File: config.mk
export PLATFORM = sky130hd
export DESIGN_NAME = serial_addr_rx
export DESIGN_NICKNAME = d
export VERILOG_FILES = /design/src/rtl/serial_rx_pkg.sv /design/src/rtl/rx_bit_sampler.sv /design/src/rtl/rx_station_filter.sv /design/src/rtl/serial_addr_rx.sv
export SDC_FILE = /design/constraint.sdc
export NUM_CORES = 1
export LEC_CHECK = 0
export BUFFER_PORTS_ARGS = -buffer_cell sky130_fd_sc_hd__buf_2
export CORE_ASPECT_RATIO = 0.75
export CORE_MARGIN = 3
export CORE_UTILIZATION = 38
export DETAILED_ROUTE_END_ITERATION = 16
export SLEW_MARGIN = 20
export SYNTH_ARGS = -nofsm -noshare
export SYNTH_HDL_FRONTEND = slang
export SYNTH_HIERARCHICAL = 1
export SYNTH_SLANG_ARGS = --single-unit
File: constraint.sdc
create_clock -name clk -period 2.4 [get_ports clk]
set_input_delay 0.12 -clock clk [delete_from_list [all_inputs] [get_ports clk]]
set_output_delay 0.12 -clock clk [all_outputs]
set_load 0.005 [all_outputs]
File: src/rtl/serial_rx_pkg.sv
// Shared types for the oversampled serial receiver.
package serial_rx_pkg;
    localparam int DATA_W = 8;

    typedef enum logic [1:0] {RX_IDLE, RX_START, RX_BITS} rx_state_e;

    typedef struct packed {
        logic [DATA_W-1:0] data;
        logic              extra;
        logic              stop_ok;
    } rx_frame_t;
endpackage

File: src/rtl/rx_bit_sampler.sv
// Bit timing and deserialisation. Finds a falling edge on rxd and re-checks
// it at the middle of the start bit. It then samples each following bit at
// its midpoint, once every OS_RATE ticks. When the stop bit has been sampled
// it emits one frame, marked by a single-cycle frm_valid.
// Assumes rxd is already synchronous to clk and extra_en stays stable
// during a frame.
module rx_bit_sampler
    import serial_rx_pkg::*;
#(
    parameter int OS_RATE = 16
) (
    input  logic      clk,
    input  logic      rst_n,
    input  logic      os_tick,
    input  logic      rxd,
    input  logic      extra_en,
    output logic      frm_valid,
    output rx_frame_t frm
);
    localparam int CW   = $clog2(OS_RATE);
    localparam int HALF = OS_RATE / 2;
    localparam int IW   = $clog2(DATA_W + 3);

    rx_state_e         state;
    logic [CW-1:0]     cnt;
    logic [IW-1:0]     idx;
    logic [DATA_W-1:0] shreg;
    logic              extra_bit;
    logic              has_extra;
    logic              stop_bit;

    // Frame state machine: start check, bit sampling and frame emission.
    always_ff @(posedge clk) begin
        if (!rst_n) begin
            state     <= RX_IDLE;
            cnt       <= '0;
            idx       <= '0;
            shreg     <= '0;
            extra_bit <= 1'b0;
            has_extra <= 1'b0;
            stop_bit  <= 1'b0;
            frm_valid <= 1'b0;
        end else begin
            frm_valid <= 1'b0;
            if (os_tick) begin
                case (state)
                    RX_IDLE: begin
                        if (!rxd) begin
                            state <= RX_START;
                            cnt   <= '0;
                        end
                    end
                    RX_START: begin
                        if (cnt == CW'(HALF - 1)) begin
                            if (!rxd) begin
                                state     <= RX_BITS;
                                cnt       <= '0;
                                idx       <= '0;
                                has_extra <= extra_en;
                                extra_bit <= 1'b0;
                            end else begin
                                state <= RX_IDLE;
                            end
                        end else begin
                            cnt <= cnt + 1'b1;
                        end
                    end
                    RX_BITS: begin
                        if (cnt == CW'(OS_RATE - 1)) begin
                            cnt <= '0;
                            idx <= idx + 1'b1;
                            if (idx < IW'(DATA_W)) begin
                                shreg <= {rxd, shreg[DATA_W-1:1]};
                            end else if (has_extra && idx == IW'(DATA_W)) begin
                                extra_bit <= rxd;
                            end else begin
                                stop_bit  <= rxd;
                                frm_valid <= 1'b1;
                                state     <= RX_IDLE;
                            end
                        end else begin
                            cnt <= cnt + 1'b1;
                        end
                    end
                    default: state <= RX_IDLE;
                endcase
            end
        end
    end

    assign frm.data    = shreg;
    assign frm.extra   = extra_bit;
    assign frm.stop_ok = stop_bit;

    // a frame is reported for one cycle only.
    a_r2_single_pulse: assert property (@(posedge clk) disable iff (!rst_n)
        frm_valid |=> !frm_valid);
    // no frame can come straight out of the idle state.
    a_r3_idle_no_frame: assert property (@(posedge clk) disable iff (!rst_n)
        (state == RX_IDLE) |=> !frm_valid);
endmodule

File: src/rtl/rx_station_filter.sv
// Frame classification. Checks the stop bit and parity and keeps track of
// whether this station is selected in station mode. Decides whether a
// completed frame is handed to the holding register. Purely combinational,
// except for the selection bit.
// Assumes the mode inputs do not change while a frame is in flight.
module rx_station_filter
    import serial_rx_pkg::*;
(
    input  logic              clk,
    input  logic              rst_n,
    input  logic              frm_valid,
    input  rx_frame_t         frm,
    input  logic              mp_mode,
    input  logic              parity_en,
    input  logic              parity_odd,
    input  logic [DATA_W-1:0] station_id,
    output logic              deliver,
    output logic              deliver_id,
    output logic              frame_bad,
    output logic              parity_bad
);
    logic selected;
    logic good;
    logic id_hit;

    // Classify the completed frame and decide whether it is delivered.
    always_comb begin
        good       = frm_valid && frm.stop_ok;
        id_hit     = (frm.data == station_id);
        frame_bad  = frm_valid && !frm.stop_ok;
        parity_bad = good && !mp_mode && parity_en &&
                     ((^frm.data ^ frm.extra) != parity_odd);
        if (mp_mode) begin
            deliver    = good && (frm.extra ? id_hit : selected);
            deliver_id = frm.extra;
        end else begin
            deliver    = good && !parity_bad;
            deliver_id = 1'b0;
        end
    end

    // Selection: set or cleared by each good address frame, dropped outside station mode.
    always_ff @(posedge clk) begin
        if (!rst_n || !mp_mode) begin
            selected <= 1'b0;
        end else if (good && frm.extra) begin
            selected <= id_hit;
        end
    end

    // unselected payload frames never pass.
    a_r9_unselected_drop: assert property (@(posedge clk) disable iff (!rst_n)
        (mp_mode && !selected && frm_valid && !frm.extra) |-> !deliver);
    // a mismatching address leaves the station deselected.
    a_r11_mismatch_deselects: assert property (@(posedge clk) disable iff (!rst_n)
        (mp_mode && good && frm.extra && frm.data != station_id) |=> !selected);
    // a frame with a bad stop bit never changes the selection.
    a_r5_bad_stop_keeps_sel: assert property (@(posedge clk) disable iff (!rst_n)
        (mp_mode && frame_bad) |=> (selected == $past(selected)));
endmodule

File: src/rtl/serial_addr_rx.sv
// Top of the serial receiver. Chains the bit sampler and the station filter,
// and holds the delivered byte together with the sticky full and error flags
// that software reads and clears.
// Assumes os_tick comes from an external baud generator at 16x the bit rate,
// and that clr_full does not coincide with a frame being delivered.
module serial_addr_rx
    import serial_rx_pkg::*;
#(
    parameter int OS_RATE = 16
) (
    input  logic              clk,
    input  logic              rst_n,
    input  logic              os_tick,
    input  logic              rxd,
    input  logic              parity_en,
    input  logic              parity_odd,
    input  logic              mp_mode,
    input  logic [DATA_W-1:0] station_id,
    input  logic              clr_full,
    input  logic              clr_err,
    output logic [DATA_W-1:0] rx_byte,
    output logic              rx_is_id,
    output logic              rx_full,
    output logic              frame_err,
    output logic              parity_err,
    output logic              overrun,
    output logic              rx_irq,
    output logic              err_irq
);
    logic      frm_valid;
    rx_frame_t frm;
    logic      deliver;
    logic      deliver_id;
    logic      frame_bad;
    logic      parity_bad;

    rx_bit_sampler #(.OS_RATE(OS_RATE)) u_sampler (
        .clk       (clk),
        .rst_n     (rst_n),
        .os_tick   (os_tick),
        .rxd       (rxd),
        .extra_en  (mp_mode | parity_en),
        .frm_valid (frm_valid),
        .frm       (frm)
    );

    rx_station_filter u_filter (
        .clk        (clk),
        .rst_n      (rst_n),
        .frm_valid  (frm_valid),
        .frm        (frm),
        .mp_mode    (mp_mode),
        .parity_en  (parity_en),
        .parity_odd (parity_odd),
        .station_id (station_id),
        .deliver    (deliver),
        .deliver_id (deliver_id),
        .frame_bad  (frame_bad),
        .parity_bad (parity_bad)
    );

    // Holding register and sticky flags, set by frames and cleared by software.
    always_ff @(posedge clk) begin
        if (!rst_n) begin
            rx_byte    <= '0;
            rx_is_id   <= 1'b0;
            rx_full    <= 1'b0;
            frame_err  <= 1'b0;
            parity_err <= 1'b0;
            overrun    <= 1'b0;
        end else begin
            if (clr_full) rx_full <= 1'b0;
            if (clr_err) begin
                frame_err  <= 1'b0;
                parity_err <= 1'b0;
                overrun    <= 1'b0;
            end
            if (frame_bad)  frame_err  <= 1'b1;
            if (parity_bad) parity_err <= 1'b1;
            if (deliver) begin
                if (rx_full) begin
                    overrun <= 1'b1;
                end else begin
                    rx_byte  <= frm.data;
                    rx_is_id <= deliver_id;
                    rx_full  <= 1'b1;
                end
            end
        end
    end

    assign rx_irq  = rx_full;
    assign err_irq = frame_err | parity_err | overrun;

    // the full flag only drops on a software clear.
    a_r6_full_sticky: assert property (@(posedge clk) disable iff (!rst_n)
        (rx_full && !clr_full) |=> rx_full);
    // a held byte is never overwritten.
    a_r7_byte_held: assert property (@(posedge clk) disable iff (!rst_n)
        (rx_full && !clr_full) |=> (rx_byte == $past(rx_byte)));
    // the full flag rises only for a delivered frame.
    a_r2_full_from_frame: assert property (@(posedge clk) disable iff (!rst_n)
        $rose(rx_full) |-> $past(deliver));
    // any error flag requests the error interrupt.
    a_r12_err_irq: assert property (@(posedge clk) disable iff (!rst_n)
        (frame_err || parity_err || overrun) |-> err_irq);
endmodule

Yosys cells after proc, flatten, opt, wreduce, memory -nomap -nowiden. Cells that the tools add are included.

Muxes and demuxes: 34. Bitwise logic cells: 12. Div/mod/pow operators: 0. Shift operators: 0. Reductions and logical operators: 29. Equal/unequal tests: 14. Add/sub/neg operators: 2. $lt $le $gt $ge: 1. Multipliers: 0.

Operators by type and width (count): $mux W4 (6); $mux W1 (18); $mux W2 (6); $pmux W4 S3 (1); $reduce_and A5 Y1 (2); $logic_and A1 B1 Y1 (9); $add A4 B1 Y4 const B (2); $eq A4 B4 Y1 const B (2); $eq A8 B8 Y1 (1); $ne A2 B2 Y1 const B (4); $not A1 Y1 (8); $pmux W4 S2 (1); $reduce_and A4 Y1 (2); $reduce_xor A8 Y1 (1); $reduce_and A7 Y1 (1); $ne A2 B1 Y1 const B (3); $pmux W2 S3 (1); $reduce_and A6 Y1 (1); $reduce_bool A2 Y1 (3); $reduce_or A5 Y1 (1); $eq A4 B3 Y1 const B (1); $logic_not A1 Y1 (4); $lt A4 B4 Y1 const B (1); $reduce_and A2 Y1 (2); other kinds (9) (11).

Memory bits (writable): 0. Register bits after elaboration: 36. ROM bits: 0. Bits in latches: 0. Output and inout port bits: 15. Memories: 0.

Logic depth before layout (Yosys ltp).
Word-level depth: 8. Gate-level depth with buffers: 8.

Modules after synthesis. Netlist, hierarchy kept.

Modules (own cells, without submodules): rx_bit_sampler (instances 1, cells an instance 138, area each 1189.9 µm², seq. area each 440.4 µm²); serial_addr_rx (instances 1, cells an instance 56, area each 526.8 µm², seq. area each 260.2 µm²); rx_station_filter (instances 1, cells an instance 33, area each 266.5 µm², seq. area each 20.0 µm²).

Least setup slack after synthesis. OpenSTA, ideal clock, no wires.

Kind: register -> register. From: register u_sampler.extra_bit. To: register rx_byte[0]. Path slack: 577 ps. Data required time: 2281 ps. Buffers on the path: 2. Setup time: 119 ps. Cell stages (with the launch flop): 9. Clock period less this slack: 1823 ps. Arrival: 1704 ps. Cell sequence: dfxtp_1 buf_4 xnor2_1 xnor3_1 xnor2_1 o22a_2 nor2b_2 buf_6 mux2i_1.

Word-level cells in the longest chain between the ends: 7. Elaborated cells on any way between the ends: 9.

RTL lines: start: declaration (RTL line rx_bit_sampler.sv:28) `logic extra_bit;`; start signal: assignment (RTL line rx_bit_sampler.sv:75) `extra_bit <= rxd;`; $xor A1 B1 Y1 (RTL line rx_station_filter.sv:32) `((^frm.data ^ frm.extra) != parity_odd);`; $ne A1 B1 Y1 (RTL line rx_station_filter.sv:32); $logic_and A1 B1 Y1 (RTL line rx_station_filter.sv:31) `parity_bad = good && !mp_mode && parity_en &&`; $logic_not A1 Y1 (RTL line rx_station_filter.sv:37) `deliver = good && !parity_bad;`; $logic_and A1 B1 Y1 (RTL line rx_station_filter.sv:37); $mux W1 (*) (RTL line rx_station_filter.sv:33) `if (mp_mode) begin`; net deliver (RTL line serial_addr_rx.sv:32) `logic deliver;`; $reduce_and A2 Y1 (no line) (*); end signal: assignment (RTL line serial_addr_rx.sv:84) `rx_byte <= frm.data;`; end: declaration (RTL line serial_addr_rx.sv:21) `output logic [DATA_W-1:0] rx_byte,`.

The timed path passes the listed nets; every way through them passes the cells marked *. A chain may end at the register's enable or synchronous reset.

Worst setup path after layout.
From: register u_sampler.shreg[4]. To: register rx_is_id.

Word-level cells in the longest chain between the ends: 8. Elaborated cells on any way between the ends: 11.

RTL lines: start: declaration (RTL line rx_bit_sampler.sv:27) `logic [DATA_W-1:0] shreg;`; start signal: assignment (RTL line rx_bit_sampler.sv:73) `shreg <= {rxd, shreg[DATA_W-1:1]};`; $reduce_xor A8 Y1 (RTL line rx_station_filter.sv:32); $xor A1 B1 Y1 (RTL line rx_station_filter.sv:32); $ne A1 B1 Y1 (RTL line rx_station_filter.sv:32); $logic_and A1 B1 Y1 (RTL line rx_station_filter.sv:31); $logic_not A1 Y1 (RTL line rx_station_filter.sv:37); $logic_and A1 B1 Y1 (RTL line rx_station_filter.sv:37); $mux W1 (*) (RTL line rx_station_filter.sv:33); net deliver (RTL line serial_addr_rx.sv:32); $reduce_and A2 Y1 (no line) (*); end signal: assignment (RTL line serial_addr_rx.sv:85) `rx_is_id <= deliver_id;`; end: declaration (RTL line serial_addr_rx.sv:22) `output logic rx_is_id,`.

Marked as above.

==> results_dict.tcl <==
set metrics [dict create \
    io_pins 32 \
    end_kind "register" \
    fill_cells 508 \
    rsz0062_at_grt "no" \
    pre_cts_ws_ns 0.3017 \
    power.density_nw_per_um2 547.2 \
    hold_violations 0 \
    clk_latency_ns 0.28 \
    core_um2 4955 \
    fin_util 0.4551 \
    synth-seq-area-share 0.3634 \
    reg2reg_to "rx_is_id$_SDFFE_PN0P_" \
    drive_gt1_frac 0.1875 \
    tritoncts "yes" \
    grt_pass1_vias 1350 \
    timing.fmax_mhz 477.9 \
    clock-sinks 36 \
    antenna_left 0 \
    diodes 0 \
    first_pass_iters 4 \
    avgSynthCellArea_um2 8.736 \
    max-slew-margin-rel 0.6504 \
    htreeDepth 2 \
    grt_overflow 0 \
    setup_slack_ns 0.3074 \
    clkTransAtPathRegs_ns 0.08 \
    p_leak_nw 0.9096 \
    vias 1585 \
    register_area_um2 720.7 \
    r2r_slack_ns 0.31 \
    hold_class "in -> reg" \
    cp_max_fo 9 \
    ir_worst_vdd_mv 0.2419 \
    drc 0 \
    num_rows 22 \
    finClkSkew_ns 0.006130 \
    startpoint "u_sampler/shreg[4]$_SDFFE_PN0P_" \
    r2r_cells 7 \
    grt_start_max_net_pins 41 \
    fin_nets 280 \
    totalPowerFinal_mw 1.234 \
    syn-num-nets 252 \
    cts_buffers 5 \
    drt-initial-drc-count 63 \
    grt_use_total 0.1326 \
    viasPerCell 5.016 \
    cts_resized 0 \
    status "completed" \
    setup_viol 0 \
    area_growth_syn_to_layout_pct 13.69 \
    portBuffers 31 \
    yosys_register_bits 36 \
    period_share 0.8719 \
    die_area_um2 6131 \
    r2r-start "u_sampler/shreg[4]$_SDFFE_PN0P_" \
    clockBufferDepth 2 \
    worstPathArrival_ns 2.31 \
    start_util 0.4003 \
    max-cap-violations 0 \
    antenna_found_initial 0 \
    postCtsSetupRepairBufs 0 \
    syn_inst 227 \
    cp.required_ns 2.62 \
    worst_slew_pin_slew_ns 0.5227 \
    syn-cell-area_um2 1983 \
    grt_pass1_wl_mm 6.182 \
    multiInputGateArea_um2 1136 \
    worstSetupEndpoint "rx_is_id$_SDFFE_PN0P_" \
    ys_warn_count 6 \
    root_buffer "clkbuf_8" \
    synth_cell_type_count 43 \
    slowest_stage "dfxtp_1" \
    worstPathCellList "xor2_1 -> xnor3_1 -> xnor2_1 -> o22a_2 -> nor2b_2 -> buf_4 -> mux2i_1" \
    dp_hpwl_mm 3.007 \
    final_max_slew_viol_count 0 \
    drt-total-wl_mm 4.071 \
    timing.setup.tns_ns 0 \
    die_w_um 89.42 \
    period_minus_slack_ns 2.093 \
    critPathLaunchType "register" \
    gp_routability_congestion 0.8288 \
    fin_area_um2 2255 \
    cts_hold_buf 0 \
    wl_per_cell_um 12.88 \
    path_class "reg -> reg" \
    postPlaceCellArea_um2 2143 \
    slowest_delay_ns 0.44 \
    fp.dieH_um 68.57 \
]
-- cell usage in the layout, fill, tap and decap left out, types with 2 or more instances in the layout --
| cell type | instances |
|---|---|
| dfxtp_1 | 36 |
| nand2_1 | 35 |
| buf_2 | 31 |
| mux2i_1 | 23 |
| nor2_1 | 16 |
| nand3_1 | 11 |
| inv_1 | 11 |
| xor2_1 | 9 |
| a21oi_1 | 8 |
| o21ai_0 | 8 |
| ha_1 | 8 |
| xnor2_1 | 7 |
| clkbuf_8 | 5 |
| or3_1 | 3 |
| nor2b_1 | 3 |
| o21a_1 | 3 |
| nand2b_1 | 3 |
| nand3b_1 | 3 |
| a21boi_0 | 2 |
| buf_4 | 2 |
| nor3_1 | 2 |
| nor4_1 | 2 |
| and2_1 | 2 |
| o22ai_1 | 2 |
-- registers in the layout (all words and copies together) (netlist names) --
name and flops:
u_sampler/has_extra 1, u_filter/selected 1, rx_full 1, u_sampler/state 2
u_sampler/extra_bit 1, rx_is_id 1, u_sampler/stop_bit 1, u_sampler/idx 4
u_sampler/shreg 8, overrun 1, u_sampler/frm_valid 1, rx_byte 8
u_sampler/cnt 4, parity_err 1, frame_err 1
-- metal layers --
layer  vias to the layer above  track usage  share of wire
met5                         -            0              0
met4                         0      0.03903         0.0069
met3                         2      0.03800          0.039
met2                        26       0.1838           0.42
met1                       736       0.1970           0.53
li1                        821            -              -
-- critical path: cells and delay by family (launching register included) --
family                 cells  cell delay, ns
multiplexers               1            0.19
flip-flops                 1            0.44
AO/OA/AOI/OAI              1            0.20
buffers and inverters      1            0.21
XOR/XNOR                   3            0.86
AND/OR/NAND/NOR            1            0.13
-- synth_stat cells, drive strengths merged --
library cell	n	area, µm²
dfxtp	36	720.7
nand2	35	131.4
mux2i	23	230.2
nor2	16	60.06
inv	11	41.29
nand3	11	55.05
buf	9	73.82
xor2	9	78.83
a21oi	8	40.04
ha	8	100.1
o21ai	8	40.04
xnor2	7	61.31
nor2b	4	27.53
clkbuf	3	11.26
nand2b	3	18.77
nand3b	3	22.52
nor3	3	26.28
o21a	3	22.52
or3	3	18.77
a21boi	2	15.01
and2	2	12.51
and2b	2	16.27
nor4	2	12.51
o22ai	2	12.51
a211oi	1	7.510
a21o	1	8.760
a32oi	1	8.760
and3	1	6.260
nand4	1	6.260
nand4b	1	8.760
o2111ai	1	8.760
o211a	1	10.01
o22a	1	10.01
o32ai	1	8.760
or2	1	6.260
or4	1	11.26
or4b	1	10.01
xnor3	1	22.52
-- cells by family after synthesis --
family | after synthesis | share of synthesized area
simple gates | 90 | 0.2271
fa+ha+maj | 8 | 0.05048
xor+xnor | 17 | 0.08202
compound gates | 30 | 0.09716
mux | 23 | 0.1161
flops | 36 | 0.3634
buf+inv | 23 | 0.06372
-- power breakdown --
part	internal, mW	leakage [nW]	switching, mW	total, mW
Combinational	0.0418	0.565	0.0624	0.104
Clock	0.307	0.0541	0.218	0.526
Sequential	0.600	0.290	0.00356	0.604
Total	0.949	0.910	0.284	1.23
-- how the worst min path moves through the flow --
stage          startpoint                        endpoint  slack [ns]  cells past startpoint
3_3_place_gp      mp_mode  u_filter/selected$_SDFFE_PP0P_        0.39                      3
3_5_place_dp      mp_mode  u_filter/selected$_SDFFE_PP0P_        0.39                      3
2_1_floorplan     mp_mode  u_filter/selected$_SDFFE_PP0P_        0.24                      2
4_1_cts           mp_mode  u_filter/selected$_SDFFE_PP0P_        0.08                      3
6_report          mp_mode  u_filter/selected$_SDFFE_PP0P_        0.09                      3
5_1_grt           mp_mode  u_filter/selected$_SDFFE_PP0P_         0.1                      3
-- area by class of cell --
type / instances / area share
clock buffers: 5 / 0.03052
clock inverters: 3 / 0.01887
inverters: 11 / 0.01831
multi-input cells: 168 / 0.5039
flip-flops and latches: 36 / 0.3196
well taps: 60 / 0.03330
repair buffers: 33 / 0.07547
-- stage by stage --
| stage | instances | hold slack (ns) |
|---|---|---|
| global route | 316 | 0.09697 |
| finish | 316 | 0.08602 |
| detailed placement | 308 | 0.3900 |
| floorplan | 227 | 0.2392 |
| global placement | 308 | 0.3866 |
| CTS | 316 | 0.07624 |
Note: power is estimated with default switching activity, not from simulation.
